### src/rtl/sdl_pkg.sv
// Package: shared constants and the output coding helper for the serial
// DAC loader. Assumes a word of WORD_W bits whose low DATA_W bits are data.
package sdl_pkg;
    // Positions of the link signals inside the synchroniser vector
    localparam int IDX_SCLK = 0;
    localparam int IDX_SYNC = 1;
    localparam int IDX_LDAC = 2;
    localparam int IDX_CLR  = 3;
    localparam int IDX_SDIN = 4;
    localparam int N_LINK   = 5;

    // Apply output coding: two's complement flips the top bit
    function automatic logic [11:0] apply_fmt(input logic [11:0] v, input logic twos);
        apply_fmt = twos ? {~v[11], v[10:0]} : v;
    endfunction
endpackage

### src/rtl/sdl_sync.sv
// Module: multi-bit level synchroniser. Each bit passes through STAGES
// flops into the system clock. Assumes the bits are independent levels.
module sdl_sync #(
    parameter int             WIDTH   = 5,
    parameter int             STAGES  = 2,
    parameter logic [WIDTH-1:0] RST_VAL = '0
) (
    input  logic             clk,
    input  logic             rst_n,
    input  logic [WIDTH-1:0] async_i,
    output logic [WIDTH-1:0] lvl_o
);
    logic [WIDTH-1:0] stage_q [STAGES];

    // Shift the asynchronous inputs along the flop chain
    always_ff @(posedge clk) begin
        if (!rst_n) begin
            for (int s = 0; s < STAGES; s++) stage_q[s] <= RST_VAL;
        end else begin
            stage_q[0] <= async_i;
            for (int s = 1; s < STAGES; s++) stage_q[s] <= stage_q[s-1];
        end
    end

    assign lvl_o = stage_q[STAGES-1];
endmodule

### src/rtl/sdl_fall.sv
// Module: falling-edge detector. Gives a one-cycle strobe per bit when a
// synchronised level goes from 1 to 0. Assumes its inputs are synchronous.
module sdl_fall #(
    parameter int             WIDTH   = 3,
    parameter logic [WIDTH-1:0] RST_VAL = '1
) (
    input  logic             clk,
    input  logic             rst_n,
    input  logic [WIDTH-1:0] lvl_i,
    output logic [WIDTH-1:0] fall_o
);
    logic [WIDTH-1:0] prev_q;

    // Remember last cycle's level
    always_ff @(posedge clk) begin
        if (!rst_n) prev_q <= RST_VAL;
        else        prev_q <= lvl_i;
    end

    assign fall_o = prev_q & ~lvl_i;
endmodule

### src/rtl/sdl_shifter.sv
// Module: input shift register with frame counter. In standalone mode it
// admits WORD_W shifts per frame. In cascade mode it shifts without limit.
// Pulses done_o on the WORD_W-th shift. Assumes single-cycle strobes in.
module sdl_shifter #(
    parameter int WORD_W = 16
) (
    input  logic              clk,
    input  logic              rst_n,
    input  logic              sclk_fall_i,
    input  logic              sync_fall_i,
    input  logic              sync_lvl_i,
    input  logic              sdin_i,
    input  logic              chain_en_i,
    output logic [WORD_W-1:0] shreg_o,
    output logic              done_o
);
    localparam int CNT_W = $clog2(WORD_W + 1);
    localparam logic [CNT_W-1:0] FULL = CNT_W'(WORD_W);
    localparam logic [CNT_W-1:0] LAST = CNT_W'(WORD_W - 1);

    logic [WORD_W-1:0] shreg_q;
    logic [CNT_W-1:0]  cnt_q;
    logic              done_q;
    logic              shift_en;

    // Gate: frame open, edge seen, and the counter not full unless cascading
    assign shift_en = sclk_fall_i && !sync_lvl_i && !sync_fall_i
                      && (chain_en_i || cnt_q != FULL);

    // Shift data, count edges (saturating), flag the last bit of a word
    always_ff @(posedge clk) begin
        if (!rst_n) begin
            shreg_q <= '0;
            cnt_q   <= '0;
            done_q  <= 1'b0;
        end else begin
            done_q <= 1'b0;
            if (sync_fall_i) begin
                cnt_q <= '0;
            end else if (shift_en) begin
                shreg_q <= {shreg_q[WORD_W-2:0], sdin_i};
                if (cnt_q != FULL) cnt_q <= cnt_q + 1'b1;
                done_q <= (cnt_q == LAST);
            end
        end
    end

    assign shreg_o = shreg_q;
    assign done_o  = done_q;


    frame_closed_chk: assert property (@(posedge clk) disable iff (!rst_n)
        sync_lvl_i |=> $stable(shreg_q));

    shift_in_chk: assert property (@(posedge clk) disable iff (!rst_n)
        (sclk_fall_i && !sync_lvl_i && !sync_fall_i && cnt_q != FULL) |=> shreg_q[0] == $past(sdin_i));

    gate_limit_chk: assert property (@(posedge clk) disable iff (!rst_n)
        (!chain_en_i && cnt_q == FULL) |=> $stable(shreg_q));
endmodule

### src/rtl/sdl_latch.sv
// Module: DAC latch with update-mode capture. The mode is taken from the
// load level at frame start. Loads the low DATA_W bits automatically or on
// a load-strobe fall. Clear has top priority. Assumes single-cycle strobes.
module sdl_latch #(
    parameter int WORD_W = 16,
    parameter int DATA_W = 12
) (
    input  logic              clk,
    input  logic              rst_n,
    input  logic              sync_fall_i,
    input  logic              ldac_lvl_i,
    input  logic              ldac_fall_i,
    input  logic              clr_lvl_i,
    input  logic              done_i,
    input  logic [WORD_W-1:0] shreg_i,
    output logic [DATA_W-1:0] latch_o
);
    logic [DATA_W-1:0] latch_q;
    logic              auto_q;
    logic              armed_q;
    logic              load_go;

    assign load_go = (done_i && auto_q) || (ldac_fall_i && armed_q);

    // Capture the update mode at frame start and track a pending strobe load
    always_ff @(posedge clk) begin
        if (!rst_n) begin
            auto_q  <= 1'b0;
            armed_q <= 1'b0;
        end else if (sync_fall_i) begin
            auto_q  <= !ldac_lvl_i;
            armed_q <= 1'b0;
        end else if (done_i && !auto_q) begin
            armed_q <= 1'b1;
        end else if (ldac_fall_i && armed_q) begin
            armed_q <= 1'b0;
        end
    end

    // Update the latch: clear first, then any load
    always_ff @(posedge clk) begin
        if (!rst_n)          latch_q <= '0;
        else if (!clr_lvl_i) latch_q <= '0;
        else if (load_go)    latch_q <= shreg_i[DATA_W-1:0];
    end

    assign latch_o = latch_q;


    clear_wins_chk: assert property (@(posedge clk) disable iff (!rst_n)
        !clr_lvl_i |=> latch_q == '0);

    hold_chk: assert property (@(posedge clk) disable iff (!rst_n)
        (clr_lvl_i && !load_go) |=> $stable(latch_q));

    auto_load_chk: assert property (@(posedge clk) disable iff (!rst_n)
        (done_i && auto_q && clr_lvl_i) |=> latch_q == $past(shreg_i[DATA_W-1:0]));

    cancel_chk: assert property (@(posedge clk) disable iff (!rst_n)
        sync_fall_i |=> !armed_q);
endmodule

### src/rtl/serial_dac_loader.sv
// Module: top of the serial DAC input loader. It synchronises the link,
// detects falling edges, shifts words in, updates the latch and applies the
// output coding. Assumes chain_en_i and twos_fmt_i are static settings.
module serial_dac_loader #(
    parameter int WORD_W = 16,
    parameter int DATA_W = 12,
    parameter int STAGES = 2
) (
    input  logic              clk,
    input  logic              rst_n,
    input  logic              sclk_i,
    input  logic              sdin_i,
    input  logic              sync_n_i,
    input  logic              ldac_n_i,
    input  logic              clr_n_i,
    input  logic              chain_en_i,
    input  logic              twos_fmt_i,
    output logic              sdo_o,
    output logic [DATA_W-1:0] dac_code_o
);
    import sdl_pkg::*;

    logic [N_LINK-1:0] raw, lvl;
    logic [2:0]        fall;
    logic [WORD_W-1:0] shreg;
    logic              done;
    logic [DATA_W-1:0] latch;

    assign raw[IDX_SCLK] = sclk_i;
    assign raw[IDX_SYNC] = sync_n_i;
    assign raw[IDX_LDAC] = ldac_n_i;
    assign raw[IDX_CLR]  = clr_n_i;
    assign raw[IDX_SDIN] = sdin_i;

    sdl_sync #(.WIDTH(N_LINK), .STAGES(STAGES), .RST_VAL(5'b01111)) u_sync (
        .clk(clk), .rst_n(rst_n), .async_i(raw), .lvl_o(lvl));

    sdl_fall #(.WIDTH(3), .RST_VAL(3'b111)) u_fall (
        .clk(clk), .rst_n(rst_n),
        .lvl_i({lvl[IDX_LDAC], lvl[IDX_SYNC], lvl[IDX_SCLK]}),
        .fall_o(fall));

    sdl_shifter #(.WORD_W(WORD_W)) u_shift (
        .clk(clk), .rst_n(rst_n),
        .sclk_fall_i(fall[0]), .sync_fall_i(fall[1]), .sync_lvl_i(lvl[IDX_SYNC]),
        .sdin_i(lvl[IDX_SDIN]), .chain_en_i(chain_en_i),
        .shreg_o(shreg), .done_o(done));

    sdl_latch #(.WORD_W(WORD_W), .DATA_W(DATA_W)) u_latch (
        .clk(clk), .rst_n(rst_n),
        .sync_fall_i(fall[1]), .ldac_lvl_i(lvl[IDX_LDAC]), .ldac_fall_i(fall[2]),
        .clr_lvl_i(lvl[IDX_CLR]), .done_i(done), .shreg_i(shreg), .latch_o(latch));

    // Serial output only in cascade mode
    assign sdo_o      = chain_en_i & shreg[WORD_W-1];
    assign dac_code_o = apply_fmt(latch, twos_fmt_i);


    sdo_quiet_chk: assert property (@(posedge clk) disable iff (!rst_n)
        !chain_en_i |-> !sdo_o);
endmodule

### config.mk
export PLATFORM = sky130hd
export DESIGN_NAME = serial_dac_loader
export DESIGN_NICKNAME = d
export VERILOG_FILES = /design/src/rtl/sdl_pkg.sv /design/src/rtl/sdl_sync.sv /design/src/rtl/sdl_fall.sv /design/src/rtl/sdl_shifter.sv /design/src/rtl/sdl_latch.sv /design/src/rtl/serial_dac_loader.sv
export SDC_FILE = /design/constraint.sdc
export NUM_CORES = 1
export LEC_CHECK = 0
export BUFFER_PORTS_ARGS = -buffer_cell sky130_fd_sc_hd__buf_4
export CORE_ASPECT_RATIO = 0.5
export CORE_MARGIN = 2
export CORE_UTILIZATION = 55
export CTS_CLUSTER_SIZE = 10
export DETAILED_ROUTE_END_ITERATION = 8
export GPL_TIMING_DRIVEN = 0
export PLACE_DENSITY = 0.8
export SYNTH_ARGS = -nofsm -noshare
export SYNTH_HDL_FRONTEND = slang
export SYNTH_SLANG_ARGS = --single-unit
### constraint.sdc
create_clock -name clk -period 2.4 [get_ports clk]
set_input_delay 0.12 -clock clk [delete_from_list [all_inputs] [get_ports clk]]
set_output_delay 0.12 -clock clk [all_outputs]
set_load 0.01 [all_outputs]
==> flow_summary.yaml <==
outcome:
  run_status: "finished, final reports clean"
grt:
  grt_overflow: 0
  grt_max_degree: 15
  grt_pass1_vias: 1238
  grt_pass1_wl_um: 5240
  grt_usage: 0.179
  antenna_found_initial: 0
critical_path:
  r2r_end: "u_shift.shreg_o[12]"
  max_stage_delay_ns: 0.34
  critPathCaptureType: "flip-flop"
  reg2reg_from: "u_shift.cnt_q[0]"
  arrival_ns: 1.84
  path_cells: "inv_1 -> ha_1 -> nand4bb_1 -> o21ai_1 -> buf_6 -> buf_6 -> mux2i_1"
  required_ns: 2.63
  crit_family: "buffers and inverters"
  ff2ff_setup_slack_ns: 0.79
  critical_path_buf_inv_count: 3
  crit_path_frequent_cell: "buf_6"
  cp_slowest_cell: "dfxtp_1"
  startpoint_type: "flip-flop"
  reg2reg_depth: 7
  worstPathMaxFanout: 10
  setup.worst_path.class: "flip-flop to flip-flop"
cells_and_area:
  layout.nets: 239
  mostFrequentLayoutCell: "dfxtp_1"
  drive_gt1_frac: 0.193
  utilization: 0.721
  syn_to_final_growth_pct: 19.2
  final_cell_mix: "49 x dfxtp_1, 32 x buf_4, 20 x nand2_1"
  diodes: 0
route:
  viasPerCell: 5.15
  avgRoutedWirePerCell_um: 12.0
  vias: 1380
  drc: 0
  drt_iter0_drc: 61
  wirelength_um: 3220
  ant_nets: 0
  drt-pass1-iter-count: 4
sta:
  fmax_mhz: 621
  fin_crit_ns: 1.61
  skew_ns: 0.00544
  relSlewSlack: 0.670
  rsz0062_at_grt: "false"
  setup_viol: 0
  period_share: 0.671
  maxSlewViolCount: 0
  hold_viol: 0
  max_slew.worst_pin.slew_ns: 0.495
  tns_ns: 0
pwr:
  clockPowerShare: 0.408
  switchingPower_uw: 286
  p_int_mw: 1.18
  seq_power_share: 0.562
  cellPowerDensity_mw_per_mm2: 651
  switching_share: 0.195
  ir_drop_v: 0.000476
  cellLeakagePower_nw: 0.987
  combPwrFrac: 0.030
clocking:
  clkSinkCount: 49
  htreeDepth: 2
  clock_path_buffers: 2
  cts-hold-fix-buffers: 4
  numCtsBuffers: 5
  clk_latency_ns: 0.30
  post_cts_resized: 0
  clock_tree.root_cell: "clkbuf_8"
  clk_pin_slew_ns: 0.08
  cts_setup_buffers: 0
  cts_tree: "built"
synth:
  synth_seq_cells: 49
  synth_nets: 207
  syn_avg_cell_area_um2: 9.72
  ys_types: 30
  netlist_area_mm2: 0.00190
  synth-seq-area-share: 0.517
  yosys_warnings: 0
  netlist_instances: 195
hold_path:
  holdPathEnd: "u_fall.prev_q[2]"
  hold_depth: 2
  hp-start: "rst_n"
  hp-class: "input pin to flip-flop"
place:
  io_buffers: 21
  hpwl_um: 2220
  place.gp.congestion: 0.781
die:
  num_rows: 14
  die_w_um: 87.0
  floorplan.initialDensity: 0.605
  die-area_mm2: 0.00396
  die_h_um: 45.5
  fp.coreArea_mm2: 0.00314
  ios: 22
flow_run:
  maxCapViolations: 0
final cells by class:
class	count	area (µm²)
clock buffer	7	86.3
multi-input combinational	120	761
clock inverter	1	30.0
sequential	49	981
buffer	21	135
timing repair buffer	25	198
fill	239	876
inverter	5	18.8
tap	40	50.0
through the flow:
step           power [mW]  hold slack [ns]  instance area, µm²  std cells  setup slack (ns)
2_1_floorplan       0.866            0.193                1900        195             0.997
3_3_place_gp        0.884            0.303                2100        256             0.839
3_5_place_dp        0.885            0.306                2100        256             0.795
4_1_cts              1.48           0.0141                2260        268             0.778
5_1_grt              1.51           0.0280                2260        268             0.696
6_report             1.47           0.0189                2260        268             0.790
kinds of logic (layout without fill, tap and decap cells):
group / Yosys count / after routing / share of synthesized area
compound gates: 37 / 37 / 0.105
xor+xnor: 1 / 1 / 0.00462
fa+ha+maj: 3 / 3 / 0.0198
buf+inv: 26 / 59 / 0.0812
flops: 49 / 49 / 0.517
mux: 16 / 16 / 0.0845
simple gates: 63 / 63 / 0.187
synthesized netlist by cell type, drive strengths merged:
library cell,n,share of area
a21oi,16,0.042
nor4b,1,0.0079
and3,1,0.0033
nor2,1,0.0020
nand3,15,0.040
o211a,1,0.0053
a31oi,1,0.0033
nor3,1,0.0053
nor2b,1,0.0033
nand2b,13,0.043
or3,1,0.0033
xor2,1,0.0046
nand3b,1,0.0040
inv,5,0.0099
o21ai,17,0.045
nand2,20,0.040
clkbuf,8,0.016
buf,13,0.055
nand4bb,1,0.0059
dfxtp,49,0.52
mux2i,16,0.084
a311oi,1,0.0046
nor4bb,1,0.0053
or4b,1,0.0073
and3b,1,0.0046
ha,3,0.020
a221oi,1,0.0046
and2,4,0.013
flip-flops by register name, indices dropped and copies added (netlist names):
register         count
u_sync.stage_q      10
u_shift.shreg_o     16
u_shift.done_o       1
u_fall.prev_q        3
u_latch.armed_q      1
u_shift.cnt_q        5
u_latch.auto_q       1
u_latch.latch_o     12
power groups by stage:
stage	clock network, mW	logic [mW]	registers [mW]
2_1_floorplan	0	0.0214	0.845
3_3_place_gp	0	0.0385	0.846
3_5_place_dp	0	0.0390	0.846
4_1_cts	0.607	0.0442	0.827
5_1_grt	0.634	0.0491	0.829
6_report	0.599	0.0442	0.827
worst max-delay path by stage:
| stage | to | start | cells after the start | slack (ns) |
|---|---|---|---|---|
| final | u_shift.shreg_o[12] | u_shift.cnt_q[0] | 7 | 0.79 |
| after global routing | u_shift.shreg_o[15] | u_shift.cnt_q[0] | 7 | 0.70 |
| after CTS | u_shift.shreg_o[15] | u_shift.cnt_q[0] | 7 | 0.78 |
| after detailed placement | u_shift.shreg_o[15] | u_shift.cnt_q[0] | 7 | 0.80 |
| after global placement | u_shift.shreg_o[15] | u_shift.cnt_q[0] | 7 | 0.84 |
| after floorplan | u_shift.shreg_o[7] | u_shift.cnt_q[0] | 7 | 1.0 |
metal layers:
metal  up-vias  global-route usage  routed length [µm]
li1        716                   -                   -
met1       633               0.208                1540
met2        24               0.308                1490
met3         7              0.0598                 128
met4         0              0.0844                  65
met5         -                   0                   0
No activity file was read; power rests on OpenSTA's default activity.
